[config.mk]
export PLATFORM = sky130hd
export DESIGN_NAME = spi_rate_sel
export DESIGN_NICKNAME = d
export VERILOG_FILES = /design/src/rtl/spi_rate_pkg.sv /design/src/rtl/spi_rate_search.sv /design/src/rtl/spi_rate_band.sv /design/src/rtl/spi_rate_clkgen.sv /design/src/rtl/spi_rate_sel.sv
export SDC_FILE = /design/constraint.sdc
export NUM_CORES = 1
export LEC_CHECK = 0
export CORE_UTILIZATION = 30
export DETAILED_ROUTE_END_ITERATION = 8
export PLACE_DENSITY = 0.57
export SETUP_SLACK_MARGIN = 0.15
export SYNTH_ARGS = -nofsm -noshare
export SYNTH_HDL_FRONTEND = slang
export SYNTH_HIERARCHICAL = 1
export SYNTH_SLANG_ARGS = --single-unit
[constraint.sdc]
create_clock -name clk -period 4.9 [get_ports clk]
set_input_delay 1.47 -clock clk [delete_from_list [all_inputs] [get_ports clk]]
set_output_delay 1.47 -clock clk [all_outputs]
set_load 0.03 [all_outputs]
[src/rtl/spi_rate_pkg.sv]
package spi_rate_pkg;

    typedef enum logic [0:0] {
        SRCH_IDLE,
        SRCH_RUN
    } srch_state_e;

endpackage

[src/rtl/spi_rate_search.sv]
module spi_rate_search
    import spi_rate_pkg::*;
#(
    parameter int FREQ_W       = 32,
    parameter int CODE_W       = 3,
    parameter int DEFAULT_CODE = 2
) (
    input  logic              clk,
    input  logic              rst_n,
    input  logic              start,
    input  logic [FREQ_W-1:0] ref_hz,
    input  logic [FREQ_W-1:0] req_hz,
    output logic              busy,
    output logic              done,
    output logic              valid,
    output logic [CODE_W-1:0] code,
    output logic [FREQ_W-1:0] rate_hz
);

    localparam int MAX_CODE = (1 << CODE_W) - 1;

    typedef struct packed {
        srch_state_e       state;
        logic [FREQ_W-1:0] ref_f;
        logic [FREQ_W-1:0] req_f;
        logic [CODE_W-1:0] cand;
        logic [CODE_W-1:0] code;
        logic [FREQ_W-1:0] rate;
        logic              done;
        logic              valid;
    } srch_t;

    srch_t s_d, s_q;

    always_comb begin
        logic [FREQ_W-1:0] trial;
        logic [CODE_W-1:0] pick;
        logic              fin;
        s_d      = s_q;
        s_d.done = 1'b0;
        trial    = (s_q.ref_f >> s_q.cand) >> 1;
        pick     = s_q.cand;
        fin      = 1'b0;
        case (s_q.state)
            SRCH_IDLE: begin
                if (start) begin
                    s_d.state = SRCH_RUN;
                    s_d.ref_f = ref_hz;
                    s_d.req_f = (req_hz > ref_hz) ? ref_hz : req_hz;
                    s_d.cand  = '0;
                end
            end
            SRCH_RUN: begin
                if (s_q.req_f == '0) begin
                    pick = CODE_W'(DEFAULT_CODE);
                    fin  = 1'b1;
                end else if (trial <= s_q.req_f) begin
                    pick = s_q.cand;
                    fin  = 1'b1;
                end else if (s_q.cand == CODE_W'(MAX_CODE)) begin
                    pick = CODE_W'(DEFAULT_CODE);
                    fin  = 1'b1;
                end else begin
                    s_d.cand = s_q.cand + 1'b1;
                end
            end
            default: s_d.state = SRCH_IDLE;
        endcase
        if (fin) begin
            s_d.state = SRCH_IDLE;
            s_d.code  = pick;
            s_d.rate  = (s_q.ref_f >> pick) >> 1;
            s_d.done  = 1'b1;
            s_d.valid = 1'b1;
        end
    end

    always_ff @(posedge clk or negedge rst_n) begin
        if (!rst_n) begin
            s_q <= '{state: SRCH_IDLE, default: '0};
        end else begin
            s_q <= s_d;
        end
    end

    assign busy    = (s_q.state == SRCH_RUN);
    assign done    = s_q.done;
    assign valid   = s_q.valid;
    assign code    = s_q.code;
    assign rate_hz = s_q.rate;


    done_pulse_chk: assert property (@(posedge clk) disable iff (!rst_n)
        s_q.done |=> !s_q.done);


    done_idle_chk: assert property (@(posedge clk) disable iff (!rst_n)
        s_q.done |-> (s_q.state == SRCH_IDLE));


    busy_hold_chk: assert property (@(posedge clk) disable iff (!rst_n)
        (s_q.state == SRCH_RUN) |=> ($stable(s_q.req_f) && $stable(s_q.ref_f)));


    minimal_code_chk: assert property (@(posedge clk) disable iff (!rst_n)
        (s_q.done && s_q.req_f != '0 && s_q.code != '0 && s_q.rate <= s_q.req_f)
        |-> ((s_q.ref_f >> s_q.code) > s_q.req_f));

endmodule

[src/rtl/spi_rate_band.sv]
module spi_rate_band #(
    parameter int          FREQ_W       = 32,
    parameter int          DLY_W        = 2,
    parameter int          ADJ_W        = 3,
    parameter logic [31:0] BAND_LO_HZ   = 32'd40_000_000,
    parameter logic [31:0] BAND_MID_HZ  = 32'd100_000_000,
    parameter logic [31:0] BAND_HI_HZ   = 32'd150_000_000,
    parameter int          LPBK_DLY_VAL = 3,
    parameter int          DATA_ADJ_VAL = 2
) (
    input  logic              valid,
    input  logic [FREQ_W-1:0] rate_hz,
    output logic              tap_bypass,
    output logic              lpbk_en,
    output logic [DLY_W-1:0]  lpbk_dly,
    output logic              data_dly_en,
    output logic [ADJ_W-1:0]  data_dly_adj
);

    localparam logic [FREQ_W-1:0] LO_F  = FREQ_W'(BAND_LO_HZ);
    localparam logic [FREQ_W-1:0] MID_F = FREQ_W'(BAND_MID_HZ);
    localparam logic [FREQ_W-1:0] HI_F  = FREQ_W'(BAND_HI_HZ);

    always_comb begin
        tap_bypass   = 1'b0;
        lpbk_en      = 1'b0;
        lpbk_dly     = '0;
        data_dly_en  = 1'b0;
        data_dly_adj = '0;
        if (valid) begin
            if (rate_hz < LO_F) begin
                tap_bypass = 1'b1;
            end else if (rate_hz <= MID_F) begin
                tap_bypass   = 1'b1;
                lpbk_en      = 1'b1;
                data_dly_en  = 1'b1;
                data_dly_adj = ADJ_W'(DATA_ADJ_VAL);
            end else if (rate_hz <= HI_F) begin
                lpbk_en  = 1'b1;
                lpbk_dly = DLY_W'(LPBK_DLY_VAL);
            end
        end
    end

endmodule

[src/rtl/spi_rate_clkgen.sv]
module spi_rate_clkgen #(
    parameter int CODE_W = 3
) (
    input  logic              clk,
    input  logic              rst_n,
    input  logic              run,
    input  logic              restart,
    input  logic [CODE_W-1:0] code,
    output logic              sclk,
    output logic              tick
);

    localparam int MAX_CODE = (1 << CODE_W) - 1;
    localparam int CNT_W    = MAX_CODE + 1;

    typedef struct packed {
        logic [CNT_W-1:0] cnt;
        logic             sclk;
        logic             tick;
    } gen_t;

    gen_t g_d, g_q;
    logic [CNT_W-1:0] half_m1;

    assign half_m1 = (CNT_W'(1) << code) - 1'b1;

    always_comb begin
        g_d      = g_q;
        g_d.tick = 1'b0;
        if (restart) begin
            g_d.cnt  = '0;
            g_d.sclk = 1'b0;
        end else if (run) begin
            if (g_q.cnt >= half_m1) begin
                g_d.cnt  = '0;
                g_d.sclk = ~g_q.sclk;
                g_d.tick = 1'b1;
            end else begin
                g_d.cnt = g_q.cnt + 1'b1;
            end
        end
    end

    always_ff @(posedge clk or negedge rst_n) begin
        if (!rst_n) begin
            g_q <= '0;
        end else begin
            g_q <= g_d;
        end
    end

    assign sclk = g_q.sclk;
    assign tick = g_q.tick;


    tick_toggle_chk: assert property (@(posedge clk) disable iff (!rst_n)
        g_q.tick |-> (g_q.sclk != $past(g_q.sclk)));


    cnt_bound_chk: assert property (@(posedge clk) disable iff (!rst_n)
        (run && !restart && !$past(restart)) |-> (g_q.cnt <= half_m1));


    idle_quiet_chk: assert property (@(posedge clk) disable iff (!rst_n)
        !run |=> (!g_q.tick && !g_q.sclk));

endmodule

[src/rtl/spi_rate_sel.sv]
module spi_rate_sel #(
    parameter int          FREQ_W       = 32,
    parameter int          CODE_W       = 3,
    parameter int          DEFAULT_CODE = 2,
    parameter int          DLY_W        = 2,
    parameter int          ADJ_W        = 3,
    parameter logic [31:0] BAND_LO_HZ   = 32'd40_000_000,
    parameter logic [31:0] BAND_MID_HZ  = 32'd100_000_000,
    parameter logic [31:0] BAND_HI_HZ   = 32'd150_000_000,
    parameter int          LPBK_DLY_VAL = 3,
    parameter int          DATA_ADJ_VAL = 2
) (
    input  logic              clk,
    input  logic              rst_n,
    input  logic              start,
    input  logic [FREQ_W-1:0] ref_hz,
    input  logic [FREQ_W-1:0] req_hz,
    output logic              busy,
    output logic              done,
    output logic [CODE_W-1:0] code,
    output logic [FREQ_W-1:0] rate_hz,
    output logic              sclk,
    output logic              sclk_en,
    output logic              tap_bypass,
    output logic              lpbk_en,
    output logic [DLY_W-1:0]  lpbk_dly,
    output logic              data_dly_en,
    output logic [ADJ_W-1:0]  data_dly_adj
);

    logic valid;

    spi_rate_search #(
        .FREQ_W      (FREQ_W),
        .CODE_W      (CODE_W),
        .DEFAULT_CODE(DEFAULT_CODE)
    ) search_i (
        .clk    (clk),
        .rst_n  (rst_n),
        .start  (start),
        .ref_hz (ref_hz),
        .req_hz (req_hz),
        .busy   (busy),
        .done   (done),
        .valid  (valid),
        .code   (code),
        .rate_hz(rate_hz)
    );

    spi_rate_band #(
        .FREQ_W      (FREQ_W),
        .DLY_W       (DLY_W),
        .ADJ_W       (ADJ_W),
        .BAND_LO_HZ  (BAND_LO_HZ),
        .BAND_MID_HZ (BAND_MID_HZ),
        .BAND_HI_HZ  (BAND_HI_HZ),
        .LPBK_DLY_VAL(LPBK_DLY_VAL),
        .DATA_ADJ_VAL(DATA_ADJ_VAL)
    ) band_i (
        .valid       (valid),
        .rate_hz     (rate_hz),
        .tap_bypass  (tap_bypass),
        .lpbk_en     (lpbk_en),
        .lpbk_dly    (lpbk_dly),
        .data_dly_en (data_dly_en),
        .data_dly_adj(data_dly_adj)
    );

    spi_rate_clkgen #(
        .CODE_W(CODE_W)
    ) clkgen_i (
        .clk    (clk),
        .rst_n  (rst_n),
        .run    (valid),
        .restart(done),
        .code   (code),
        .sclk   (sclk),
        .tick   (sclk_en)
    );


    mid_band_chk: assert property (@(posedge clk) disable iff (!rst_n)
        data_dly_en |-> (tap_bypass && lpbk_en && lpbk_dly == '0
                         && data_dly_adj == ADJ_W'(DATA_ADJ_VAL)));


    fast_band_chk: assert property (@(posedge clk) disable iff (!rst_n)
        (lpbk_dly != '0) |-> (lpbk_en && !tap_bypass && !data_dly_en));


    idle_band_chk: assert property (@(posedge clk) disable iff (!rst_n)
        !valid |-> (!tap_bypass && !lpbk_en && !data_dly_en));


    rate_stable_chk: assert property (@(posedge clk) disable iff (!rst_n)
        !done |-> ($stable(rate_hz) && $stable(code)));

endmodule

==> flow_metrics.tcl <==
set metrics [dict create \
    vdd_drop_max_v 0.000249 \
    num_vias 9046 \
    viasPerCell 5.56 \
    antenna_found_initial 0 \
    internal_power_mw 2.96 \
    ys_types 72 \
    worstMarginPinSlew_ps 1020 \
    num_antenna_cells 0 \
    clock_power_share_pct 22.0 \
    maxSlewHeadroom_pct 32.0 \
    row_count 65 \
    die_area_um2 33000 \
    wl_um 29600 \
    p_comb_share_pct 48.9 \
    ant_nets 0 \
    h-tree-depth 4 \
    p_leak_nw 4.89 \
    period_needed_ps 4450 \
    min_path_type "reg2reg" \
    swShare_pct 43.5 \
    drive_above_1_share_pct 8.91 \
    fin_skew_ps 11.9 \
    tns_ps 0 \
    path_max_fanout 4 \
    numCtsBuffers 17 \
    grt_max_degree 84 \
    rsz0062_at_grt "false" \
    syn_area_per_cell_um2 8.23 \
    synth_edf_count 0 \
    crit_arrival_ps 2980 \
    io_pins 114 \
    area_growth_pct 18.2 \
    hold_buffers 0 \
    required_ps 3430 \
    dr.pass1.iters 5 \
    ys_seq_area_share_pct 29.2 \
    end_kind "output pin" \
    path_clk_slew_ps 60 \
    power_frac_seq_pct 29.1 \
    cts_setup_buffers 0 \
    layout_commonest_cell "dfrtp_1" \
    clock_latency_ps 410 \
    portBuffers 110 \
    powerDensity_nw_per_um2 457 \
    gr-total-overflow 0 \
    yosysWarnings 6 \
    die_h_um 182 \
    place.gp.congestion 0.869 \
    ys_ff_latch 113 \
    tritoncts "built" \
    finalHoldViolCount 0 \
    core_um2 31600 \
    finalCritPeriodShare_pct 90.8 \
    layout_common_cells "dfrtp_1, nand2_1, clkdlybuf4s50_1" \
    slew_violations 0 \
    setup_viol_count_final 0 \
    die_x_um 182 \
    syn_area_um2 9680 \
    grt_pass1_wl_um 47200 \
    final_nets 1355 \
    cts_root_buffer "clkbuf_16" \
    fin_total_pwr_mw 5.23 \
    synthCells 1176 \
    synthFlopType "dfrtp_1" \
    outcome "finished, final reports clean" \
    post_cts_resized 0 \
    final_util_pct 36.2 \
    drc 0 \
    cts.path.max_buffers 2 \
    path_class "reg2out" \
    routedWlPerCell_um 18.2 \
    initial_core_util_pct 30.6 \
    drtIter0Drc 756 \
    ys_async_sr_fraction_pct 100 \
    grt_pass1_vias 8397 \
    grt_use_total_pct 18.1 \
    dp_hpwl_um 22800 \
    fmaxAchievable_mhz 225 \
    maxCapViolCount 0 \
    clock-sinks 113 \
    p_sw_mw 2.27 \
    critPathLaunchType "flip-flop" \
]
==> final cells by class <==
cell class / count / area [µm²]
inverter: 78 / 293
clock buffer: 20 / 457
sequential: 113 / 2830
tap: 402 / 503
timing repair buffer: 132 / 1290
clock inverter: 10 / 88.8
fill: 3232 / 20200
multi-input combinational: 871 / 5980
==> per-stage QoR <==
stage	cells	hold WS, ps	worst slack (ps)	cell area (µm²)
2_1_floorplan	1177	442	1030	9690
6_report	1626	524	449	11400
4_1_cts	1626	519	388	11400
3_5_place_dp	1596	508	462	10900
5_1_grt	1626	560	217	11400
3_3_place_gp	1596	502	483	10900
==> per-layer routing <==
layer  track usage (%)  vias to the layer above  wire, µm
met2              26.2                      311     12300
met5                 0                        -         0
met4              3.56                        0       229
met3              2.89                       18      1590
li1                  -                     4375         -
met1              27.9                     4342     15500
==> Yosys cell counts (3+ instances only) <==
library cell / number / area [µm²]
buf_6: 3 / 33.8
and4_1: 3 / 26.3
a21o_1: 13 / 97.6
a21oi_1: 64 / 320
a211oi_1: 38 / 285
buf_1: 7 / 26.3
o31ai_1: 17 / 128
nor2_1: 70 / 263
clkbuf_1: 57 / 214
nor4_1: 65 / 407
and2_1: 4 / 25.0
o21a_1: 24 / 180
nand2_1: 111 / 417
mux2_2: 28 / 315
buf_4: 41 / 308
o221ai_1: 27 / 236
nand4_1: 20 / 125
and3_1: 6 / 37.5
nand3_1: 21 / 105
o21ai_0: 53 / 265
mux2i_1: 52 / 521
ha_1: 75 / 938
conb_1: 3 / 11.3
o211ai_1: 6 / 45.0
a31oi_1: 29 / 181
nand2b_1: 4 / 25.0
nor2b_1: 37 / 231
buf_2: 7 / 35.0
or3_1: 4 / 25.0
dfrtp_1: 113 / 2830
or2_2: 4 / 25.0
nor3_1: 41 / 205
o21ai_1: 5 / 25.0
inv_1: 76 / 285
==> power by group through the flow <==
stage                     registers, mW  logic, mW  clock network (mW)
after global routing               1.57       2.81                1.22
after floorplan                    1.34       2.01                   0
after detailed placement           1.53       2.54                   0
final                              1.52       2.56                1.15
after global placement             1.53       2.51                   0
after CTS                          1.52       2.55                1.17
==> state kept, by name (all words and copies together), names as in the netlist <==
signal	flops
search_i/valid	1
search_i/s_q	66
clkgen_i/g_q	8
clkgen_i/tick	1
search_i/code	3
search_i/done	1
clkgen_i/sclk	1
search_i/busy	1
search_i/rate_hz	31
==> worst max-delay path, stage by stage, from the launching register on <==
cell             delay [ps]
dfrtp_1                 390
nor4_1                  560
nand3_1                 220
a211o_1                 320
a21oi_2                 170
nor3b_2                 200
clkdlybuf4s50_1         690
==> final timing paths <==
kind	to	depth (start not counted)	startpoint	slack (ps)
min reg2reg	search_i/rate_hz[30]	2	search_i/rate_hz[30]	520
max	lpbk_dly[0]	6	search_i/rate_hz[30]	450
min in group asynchronous	search_i/s_q[99]	1	rst_n	1140
min	search_i/rate_hz[30]	2	search_i/rate_hz[30]	520
max reg2reg	search_i/rate_hz[16]	15	search_i/s_q[37]	490
max in group asynchronous	search_i/s_q[81]	2	rst_n	2840
==> cells by family after synthesis <==
group / after synthesis / share of synthesized area [%]
flip-flops: 113 / 29.2
AO/OA/AOI/OAI: 304 / 21.3
AND/OR/NAND/NOR: 406 / 21.5
multiplexers: 80 / 8.63
buffers and inverters: 193 / 9.39
XOR/XNOR: 2 / 0.181
other: 3 / 0.116
adder cells (fa/ha/maj): 75 / 9.69
Power figures use the tool's default switching activity.
